$ cat config.mk
export PLATFORM = sky130hd
export DESIGN_NAME = phy_dpx_ctl
export DESIGN_NICKNAME = d
export VERILOG_FILES = /design/src/rtl/phy_dpx_pkg.sv /design/src/rtl/dpx_ctl_regs.sv /design/src/rtl/dpx_resolve.sv /design/src/rtl/col_test_gen.sv /design/src/rtl/phy_dpx_ctl.sv
export SDC_FILE = /design/constraint.sdc
export NUM_CORES = 1
export LEC_CHECK = 0
export BUFFER_PORTS_ARGS = -buffer_cell sky130_fd_sc_hd__buf_2
export CELL_PAD_IN_SITES_DETAIL_PLACEMENT = 0
export CELL_PAD_IN_SITES_GLOBAL_PLACEMENT = 1
export CORE_MARGIN = 2
export CORE_UTILIZATION = 32
export CTS_CLUSTER_SIZE = 14
export DETAILED_ROUTE_END_ITERATION = 6
export GPL_ROUTABILITY_DRIVEN = 0
export PLACE_DENSITY_LB_ADDON = 0.05
export RECOVER_POWER = 25
export SLEW_MARGIN = 30
export SYNTH_ARGS = -nofsm -noshare
export SYNTH_HDL_FRONTEND = slang
export SYNTH_SLANG_ARGS = --single-unit
$ cat constraint.sdc
create_clock -name clk -period 1.62 [get_ports clk]
set_input_delay 0.243 -clock clk [delete_from_list [all_inputs] [get_ports clk]]
set_output_delay 0.243 -clock clk [all_outputs]
set_load 0.05 [all_outputs]
$ cat src/rtl/phy_dpx_pkg.sv
package phy_dpx_pkg;
  localparam int REG_W    = 16;
  localparam int POS_LOOP = 14;
  localparam int POS_ANEN = 12;
  localparam int POS_DPX  = 8;
  localparam int POS_CTST = 7;
  localparam logic [REG_W-1:0] WR_MASK =
    (REG_W'(1) << POS_LOOP) | (REG_W'(1) << POS_ANEN) |
    (REG_W'(1) << POS_DPX)  | (REG_W'(1) << POS_CTST);

  typedef struct packed {
    logic loop;
    logic anen;
    logic dpx;
    logic ctst;
  } ctl_t;
endpackage

$ cat src/rtl/dpx_ctl_regs.sv
module dpx_ctl_regs
  import phy_dpx_pkg::*;
(
  input  logic             clk,
  input  logic             rst,
  input  logic             we,
  input  logic [REG_W-1:0] wdata,
  output logic [REG_W-1:0] rdata,
  output ctl_t             ctl
);
  logic [REG_W-1:0] reg_q;

  always_ff @(posedge clk) begin
    if (rst)     reg_q <= '0;
    else if (we) reg_q <= wdata & WR_MASK;
  end

  assign rdata    = reg_q;
  assign ctl.loop = reg_q[POS_LOOP];
  assign ctl.anen = reg_q[POS_ANEN];
  assign ctl.dpx  = reg_q[POS_DPX];
  assign ctl.ctst = reg_q[POS_CTST];

  assert_reserved_zero_R3: assert property (@(posedge clk) disable iff (rst)
    (rdata & ~WR_MASK) == '0);
  assert_hold_no_write_R2: assert property (@(posedge clk) disable iff (rst)
    !we |=> $stable(rdata));
  assert_write_load_R2: assert property (@(posedge clk) disable iff (rst)
    we |=> rdata == ($past(wdata) & WR_MASK));
endmodule

$ cat src/rtl/dpx_resolve.sv
module dpx_resolve
  import phy_dpx_pkg::*;
(
  input  logic clk,
  input  logic rst,
  input  logic sw_mode,
  input  logic dpx_pin,
  input  logic an_full,
  input  ctl_t ctl,
  output logic link_full
);
  logic full_d;

  always_comb begin
    if (!sw_mode)      full_d = dpx_pin;
    else if (ctl.anen) full_d = an_full;
    else if (ctl.loop) full_d = 1'b1;
    else               full_d = ctl.dpx;
  end

  always_ff @(posedge clk) begin
    if (rst) link_full <= 1'b0;
    else     link_full <= full_d;
  end

  assert_pin_mode_R4: assert property (@(posedge clk) disable iff (rst)
    !sw_mode |=> link_full == $past(dpx_pin));
  assert_an_mode_R5: assert property (@(posedge clk) disable iff (rst)
    (sw_mode && ctl.anen) |=> link_full == $past(an_full));
  assert_loop_full_R7: assert property (@(posedge clk) disable iff (rst)
    (sw_mode && !ctl.anen && ctl.loop) |=> link_full);
endmodule

$ cat src/rtl/col_test_gen.sv
module col_test_gen #(
  parameter int ASSERT_BT   = 512,
  parameter int DEASSERT_BT = 2
) (
  input  logic clk,
  input  logic rst,
  input  logic enable,
  input  logic bit_en,
  input  logic tx_en,
  output logic col
);
  localparam int MAXC = (ASSERT_BT > DEASSERT_BT) ? ASSERT_BT : DEASSERT_BT;
  localparam int CW   = $clog2(MAXC + 1);

  logic [CW-1:0] cnt;

  always_ff @(posedge clk) begin
    if (rst || !enable) begin
      col <= 1'b0;
      cnt <= '0;
    end else if (tx_en && !col) begin
      if (bit_en) begin
        if (cnt == CW'(ASSERT_BT - 1)) begin
          col <= 1'b1;
          cnt <= '0;
        end else begin
          cnt <= cnt + 1'b1;
        end
      end
    end else if (!tx_en && col) begin
      if (bit_en) begin
        if (cnt == CW'(DEASSERT_BT - 1)) begin
          col <= 1'b0;
          cnt <= '0;
        end else begin
          cnt <= cnt + 1'b1;
        end
      end
    end else begin
      cnt <= '0;
    end
  end

  assert_off_quiet_R8: assert property (@(posedge clk) disable iff (rst)
    !enable |=> !col);
  assert_rise_on_tx_R9: assert property (@(posedge clk) disable iff (rst)
    $rose(col) |-> ($past(tx_en) && $past(bit_en)));
  assert_fall_cause_R10: assert property (@(posedge clk) disable iff (rst)
    $fell(col) |-> ((!$past(tx_en) && $past(bit_en)) || !$past(enable)));
endmodule

$ cat src/rtl/phy_dpx_ctl.sv
module phy_dpx_ctl
  import phy_dpx_pkg::*;
#(
  parameter int ASSERT_BT = 512
) (
  input  logic             clk,
  input  logic             rst,
  input  logic             mgmt_we,
  input  logic [REG_W-1:0] mgmt_wdata,
  output logic [REG_W-1:0] mgmt_rdata,
  input  logic             sw_mode,
  input  logic             dpx_pin,
  input  logic             an_full,
  input  logic             bit_en,
  input  logic             tx_en,
  output logic             col,
  output logic             link_full
);
  ctl_t ctl;

  dpx_ctl_regs u_regs (
    .clk(clk), .rst(rst), .we(mgmt_we), .wdata(mgmt_wdata),
    .rdata(mgmt_rdata), .ctl(ctl)
  );

  dpx_resolve u_res (
    .clk(clk), .rst(rst), .sw_mode(sw_mode), .dpx_pin(dpx_pin),
    .an_full(an_full), .ctl(ctl), .link_full(link_full)
  );

  col_test_gen #(.ASSERT_BT(ASSERT_BT), .DEASSERT_BT(2)) u_col (
    .clk(clk), .rst(rst), .enable(ctl.ctst), .bit_en(bit_en),
    .tx_en(tx_en), .col(col)
  );
endmodule

# Word-level counts from Yosys, hierarchy flattened

Cells that the tools add are included.

Bits in registers: 16
Output and inout bits: 18
Word-level logic and storage cells: 35

Add/sub/neg operators: 1
Equality and inequality tests: 5
Multiplexer cells: 15
Reductions and logical operators: 10

Operator list:

| cell                    | count |
|---|---|
| $mux W10                | 6 |
| $add A10 B1 Y10 const B | 1 |
| $eq A10 B1 Y1 const B   | 1 |
| $eq A10 B9 Y1 const B   | 1 |
| $mux W1                 | 9 |
| $ne A2 B2 Y1 const B    | 3 |
| $reduce_and A5 Y1       | 1 |
| $reduce_bool A2 Y1      | 2 |
| $logic_not A1 Y1        | 3 |
| $logic_and A1 B1 Y1     | 2 |
| $reduce_and A2 Y1       | 1 |
| $logic_or A1 B1 Y1      | 1 |

# Depth between registers and ports, before layout

Word-level depth: 5
Gate-level depth with buffers: 6
Mapped depth without buffers: 6

# By module

Synthesis repeated with hierarchy kept, for this count alone.

Cell total of the unflattened synthesis: 105
Area total of the unflattened synthesis: 963.4 um2

By module, submodules not included:

| module       | instances | cells each | area an instance (um2) |
|---|---|---|---|
| col_test_gen | 1         | 69         | 646.9 |
| dpx_ctl_regs | 1         | 30         | 264.0 |
| dpx_resolve  | 1         | 6          | 52.6 |

# Least setup slack after synthesis

No wires, ideal clock.

Path kind: register to register
Start point: reg u_col.col
End point: reg u_col.cnt[8]
Library setup time: 67 ps
Arrival time: 1508 ps
Required time: 1553 ps
Path slack: 45 ps
Stages on the path, launching flop included: 5
Buffers on the path: 0
Cells stage by stage: dfxtp_1 xnor2_2 o21ai_1 or3_1 a21oi_2

Word-level cells in the longest chain between the ends: 4
Elaborated cells between the ends (all ways): 8
Those cells by class: eq/ne (2); mux (2); reduce/logical (4)

Ends and longest elaborated chain:

| item                        | line               | RTL |
|---|---|---|
| start: declaration          | col_test_gen.sv:10 | `output logic col` |
| start signal: assignment    | col_test_gen.sv:19 | `col <= 1'b0;` |
| start signal: assignment    | col_test_gen.sv:24 | `col <= 1'b1;` |
| start signal: assignment    | col_test_gen.sv:33 | `col <= 1'b0;` |
| $logic_not A1 Y1            | col_test_gen.sv:21 | `end else if (tx_en && !col) begin` |
| $logic_and A1 B1 Y1         | col_test_gen.sv:21 |  |
| $ne A2 B2 Y1 (no line)      | n/a                |  |
| $reduce_and A2 Y1 (no line) | n/a                |  |
| end signal: assignment      | col_test_gen.sv:27 | `cnt <= cnt + 1'b1;` |
| end signal: assignment      | col_test_gen.sv:36 | `cnt <= cnt + 1'b1;` |
| end: declaration            | col_test_gen.sv:15 | `logic [CW-1:0] cnt;` |

Parallel ways exist; a longest one is shown, timed or not.
A chain may end at the register's enable or synchronous reset.

# Worst setup path after layout

Start point: reg u_col.cnt[2]
End point: reg u_col.cnt[7]

Word-level cells in the longest chain between the ends: 5
Elaborated cells between the ends (all ways): 9
Those cells by class: add/sub (1); eq/ne (2); mux (6)

Ends and longest elaborated chain:

| item                                                    | line                                                       | RTL |
|---|---|---|
| $add A10 B1 Y10 / $eq A10 B1 Y1 (equally long branches) | col_test_gen.sv:27, col_test_gen.sv:36, col_test_gen.sv:32 |  |
| $mux W10                                                | col_test_gen.sv:32                                         | `if (cnt == CW'(DEASSERT_BT - 1)) begin` |
| $mux W10                                                | col_test_gen.sv:31                                         | `if (bit_en) begin` |
| $mux W10                                                | col_test_gen.sv:30                                         | `end else if (!tx_en && col) begin` |
| $mux W10 *                                              | col_test_gen.sv:21                                         |  |

Mark *: on every way between the ends. The rest lies on a longest branch, timed or not. The select of a mux whose other input is x is not followed.

==> results.sh <==
export IMPL_drc_errors=0
export IMPL_final_common_cell="buf_2"
export IMPL_cp_start_kind="flop"
export IMPL_cpLargestDelayFamily="simple AND/OR/NAND/NOR gates"
export IMPL_endpoint_kind="flop"
export IMPL_via_per_inst=4.55
export IMPL_post_cts_buffers=0
export IMPL_synth_warnings=0
export IMPL_grt_pass1_wl_mm=2.86
export IMPL_slowest_stage="dfxtp_1"
export IMPL_synth_top_area_cell="dfxtp_1"
export IMPL_rr_worst_depth=5
export IMPL_regArea_um2=320
export IMPL_clk_latency_ns=0.28
export IMPL_ioPinCount=42
export IMPL_synth_cell_area_um2=897
export IMPL_cp_arrival_ns=1.61
export IMPL_setup_violations=0
export IMPL_p_per_area_nw_per_um2=776
export IMPL_final_core_utilization=0.392
export IMPL_crit_type="reg2reg"
export IMPL_synth_avg_cell_area_um2=9.15
export IMPL_vias=696
export IMPL_hold_violations=0
export IMPL_routed_wl_mm=1.73
export IMPL_syn_to_final_growth_pct=18.3
export IMPL_period_needed_ns=1.43
export IMPL_synth_cell_type_count=33
export IMPL_first_pass_iters=4
export IMPL_die_x_um=56.9
export IMPL_drive_above_1_share=0.295
export IMPL_drv_cap=0
export IMPL_io_buffers=17
export IMPL_fin_skew_ns=0.00496
export IMPL_rsz0062_at_grt="false"
export IMPL_placeableCoreArea_um2=2710
export IMPL_multi_input_area_um2=519
export IMPL_antenna_cells=0
export IMPL_critPathBufInv=1
export IMPL_fp_dieH_um=56.9
export IMPL_wl_per_cell_um=11.3
export IMPL_synth_top_cell_area_share=0.357
export IMPL_initial_core_util=0.331
export IMPL_finalCritPeriodShare=0.882
export IMPL_drtAntennaViolNets=0
export IMPL_fp_row_count=19
export IMPL_setup_tns_ns=0
export IMPL_ys_seq_area_frac=0.357
export IMPL_hp_class="in2reg"
export IMPL_ir_drop_mv=0.563
export IMPL_final_cell_mix="buf_2, dfxtp_1, nor2_1"
export IMPL_fillCellCount=298
export IMPL_htreeDepth=1
export IMPL_root_buffer="clkbuf_4"
export IMPL_cpPeakStageDelay_ns=0.45
export IMPL_cts_buffers_inserted=3
export IMPL_hpwl_mm=1.33
export IMPL_cts_tree="yes"
export IMPL_antenna_found_initial=0
export IMPL_whs_path_depth=3
export IMPL_yosys_register_bits=16
export IMPL_crit_chain="and3_2 > nand4_1 > a32oi_4 > buf_12 > nor2_1"
export IMPL_max_freq_mhz=700
export IMPL_gr_total_overflow=0
export IMPL_syn_inst=98
export IMPL_die_area_um2=3240
export IMPL_path_clk_slew_ns=0.10
export IMPL_dp_cells=149
export IMPL_finalMaxSlewViolations=0
export IMPL_nNetsFinal=149
export IMPL_grt_start_max_net_pins=10
export IMPL_stdcell_count=153
export IMPL_cts_max_path_buffers=2
export IMPL_p_leak_nw=0.452
export IMPL_grt_pass1_vias=659
export IMPL_cp_num_cells=5
export IMPL_synth_area_top_cells="dfxtp_1, buf_4, xor2_1"
export IMPL_grt_usage=0.115
export IMPL_cp_required_ns=1.81
export IMPL_status="complete, no violations"
export IMPL_drt_iter0_markers=16
export IMPL_cts_sinks=16
export IMPL_crit_path_max_fanout=9
path summary, 6_finish.rpt:
path | start | endpoint | slack (ns)
worst min-delay path | mgmt_wdata[8] | u_regs.rdata[8] | 0.19
worst max-delay path | u_col.cnt[2] | u_col.cnt[7] | 0.19
worst max register to register | u_col.cnt[2] | u_col.cnt[7] | 0.19
worst min register to register | u_regs.rdata[14] | u_regs.rdata[14] | 0.52
cells by family after synthesis:
kind of cell	after synthesis	share of synthesized area
AOI/OAI and AO/OA	16	0.138
and+or+nand+nor	35	0.213
other	1	0.00418
xor gates and xnor gates	8	0.0865
muxes	5	0.0558
DFF	16	0.357
buffers and inverters	15	0.117
adders and majority gates	2	0.0279
power breakdown:
group,switching [W],internal [W]
registers,0.00000458,0.000401
clock network,0.000126,0.000137
logic,0.000120,0.0000345
through the flow:
step | hold slack [ns] | area, um2 | total power, W | setup WS, ns
4_1_cts | 0.174 | 1050 | 0.000845 | 0.0371
5_1_grt | 0.179 | 1060 | 0.000870 | 0.0227
3_3_place_gp | 0.480 | 1020 | 0.000569 | 0.0801
6_report | 0.190 | 1060 | 0.000823 | 0.191
3_5_place_dp | 0.485 | 1020 | 0.000570 | 0.0859
2_1_floorplan | 0.315 | 938 | 0.000558 | 0.0451
worst min-delay path, stage by stage:
cell and delay (ns):
buf_2 0.07, mux2i_1 0.05, nor2_1 0.07
Yosys cell counts, drive strengths merged:
master	count
dfxtp	16
nor2	14
buf	13
xor2	7
mux2i	5
o211ai	5
o21ai	5
a21oi	3
nand2	3
nor2b	3
and3	2
and4	2
ha	2
nand3	2
nand4	2
or3	2
a31oi	1
a32oi	1
and2	1
and3b	1
clkbuf	1
conb	1
inv	1
nor4	1
nor4b	1
o2111ai	1
or2	1
xnor2	1
per-layer routing:
| layer | vias up | wire length (um) | part of all wire | GRT usage |
|---|---|---|---|---|
| met4 | 0 | 16 | 0.0092 | 0.0299 |
| met5 | - | 0 | 0 | 0 |
| met3 | 2 | 75 | 0.043 | 0.0408 |
| met2 | 12 | 819 | 0.47 | 0.197 |
| li1 | 368 | - | - | - |
| met1 | 314 | 821 | 0.47 | 0.136 |
final cells by class:
cell class	instances	area share
Multi-Input combinational cell	78	0.489
Sequential cell	16	0.302
Tap cell	31	0.0366
Clock buffer	4	0.0342
Inverter	1	0.00354
Timing Repair Buffer	23	0.134
sequential cells by signal, indices dropped and copies added, names as in the netlist:
signal and count:
u_col.cnt 10, u_col.col 1, u_regs.rdata 4, u_res.link_full 1
repair_timing:
| item | CTS | global route |
|---|---|---|
| hold buffers | 0 | 0 |
| gates resized for setup | 0 | 1 |
| endpoints found under the setup margin | 0 | 11 |
(Power assumes the default switching activity.)
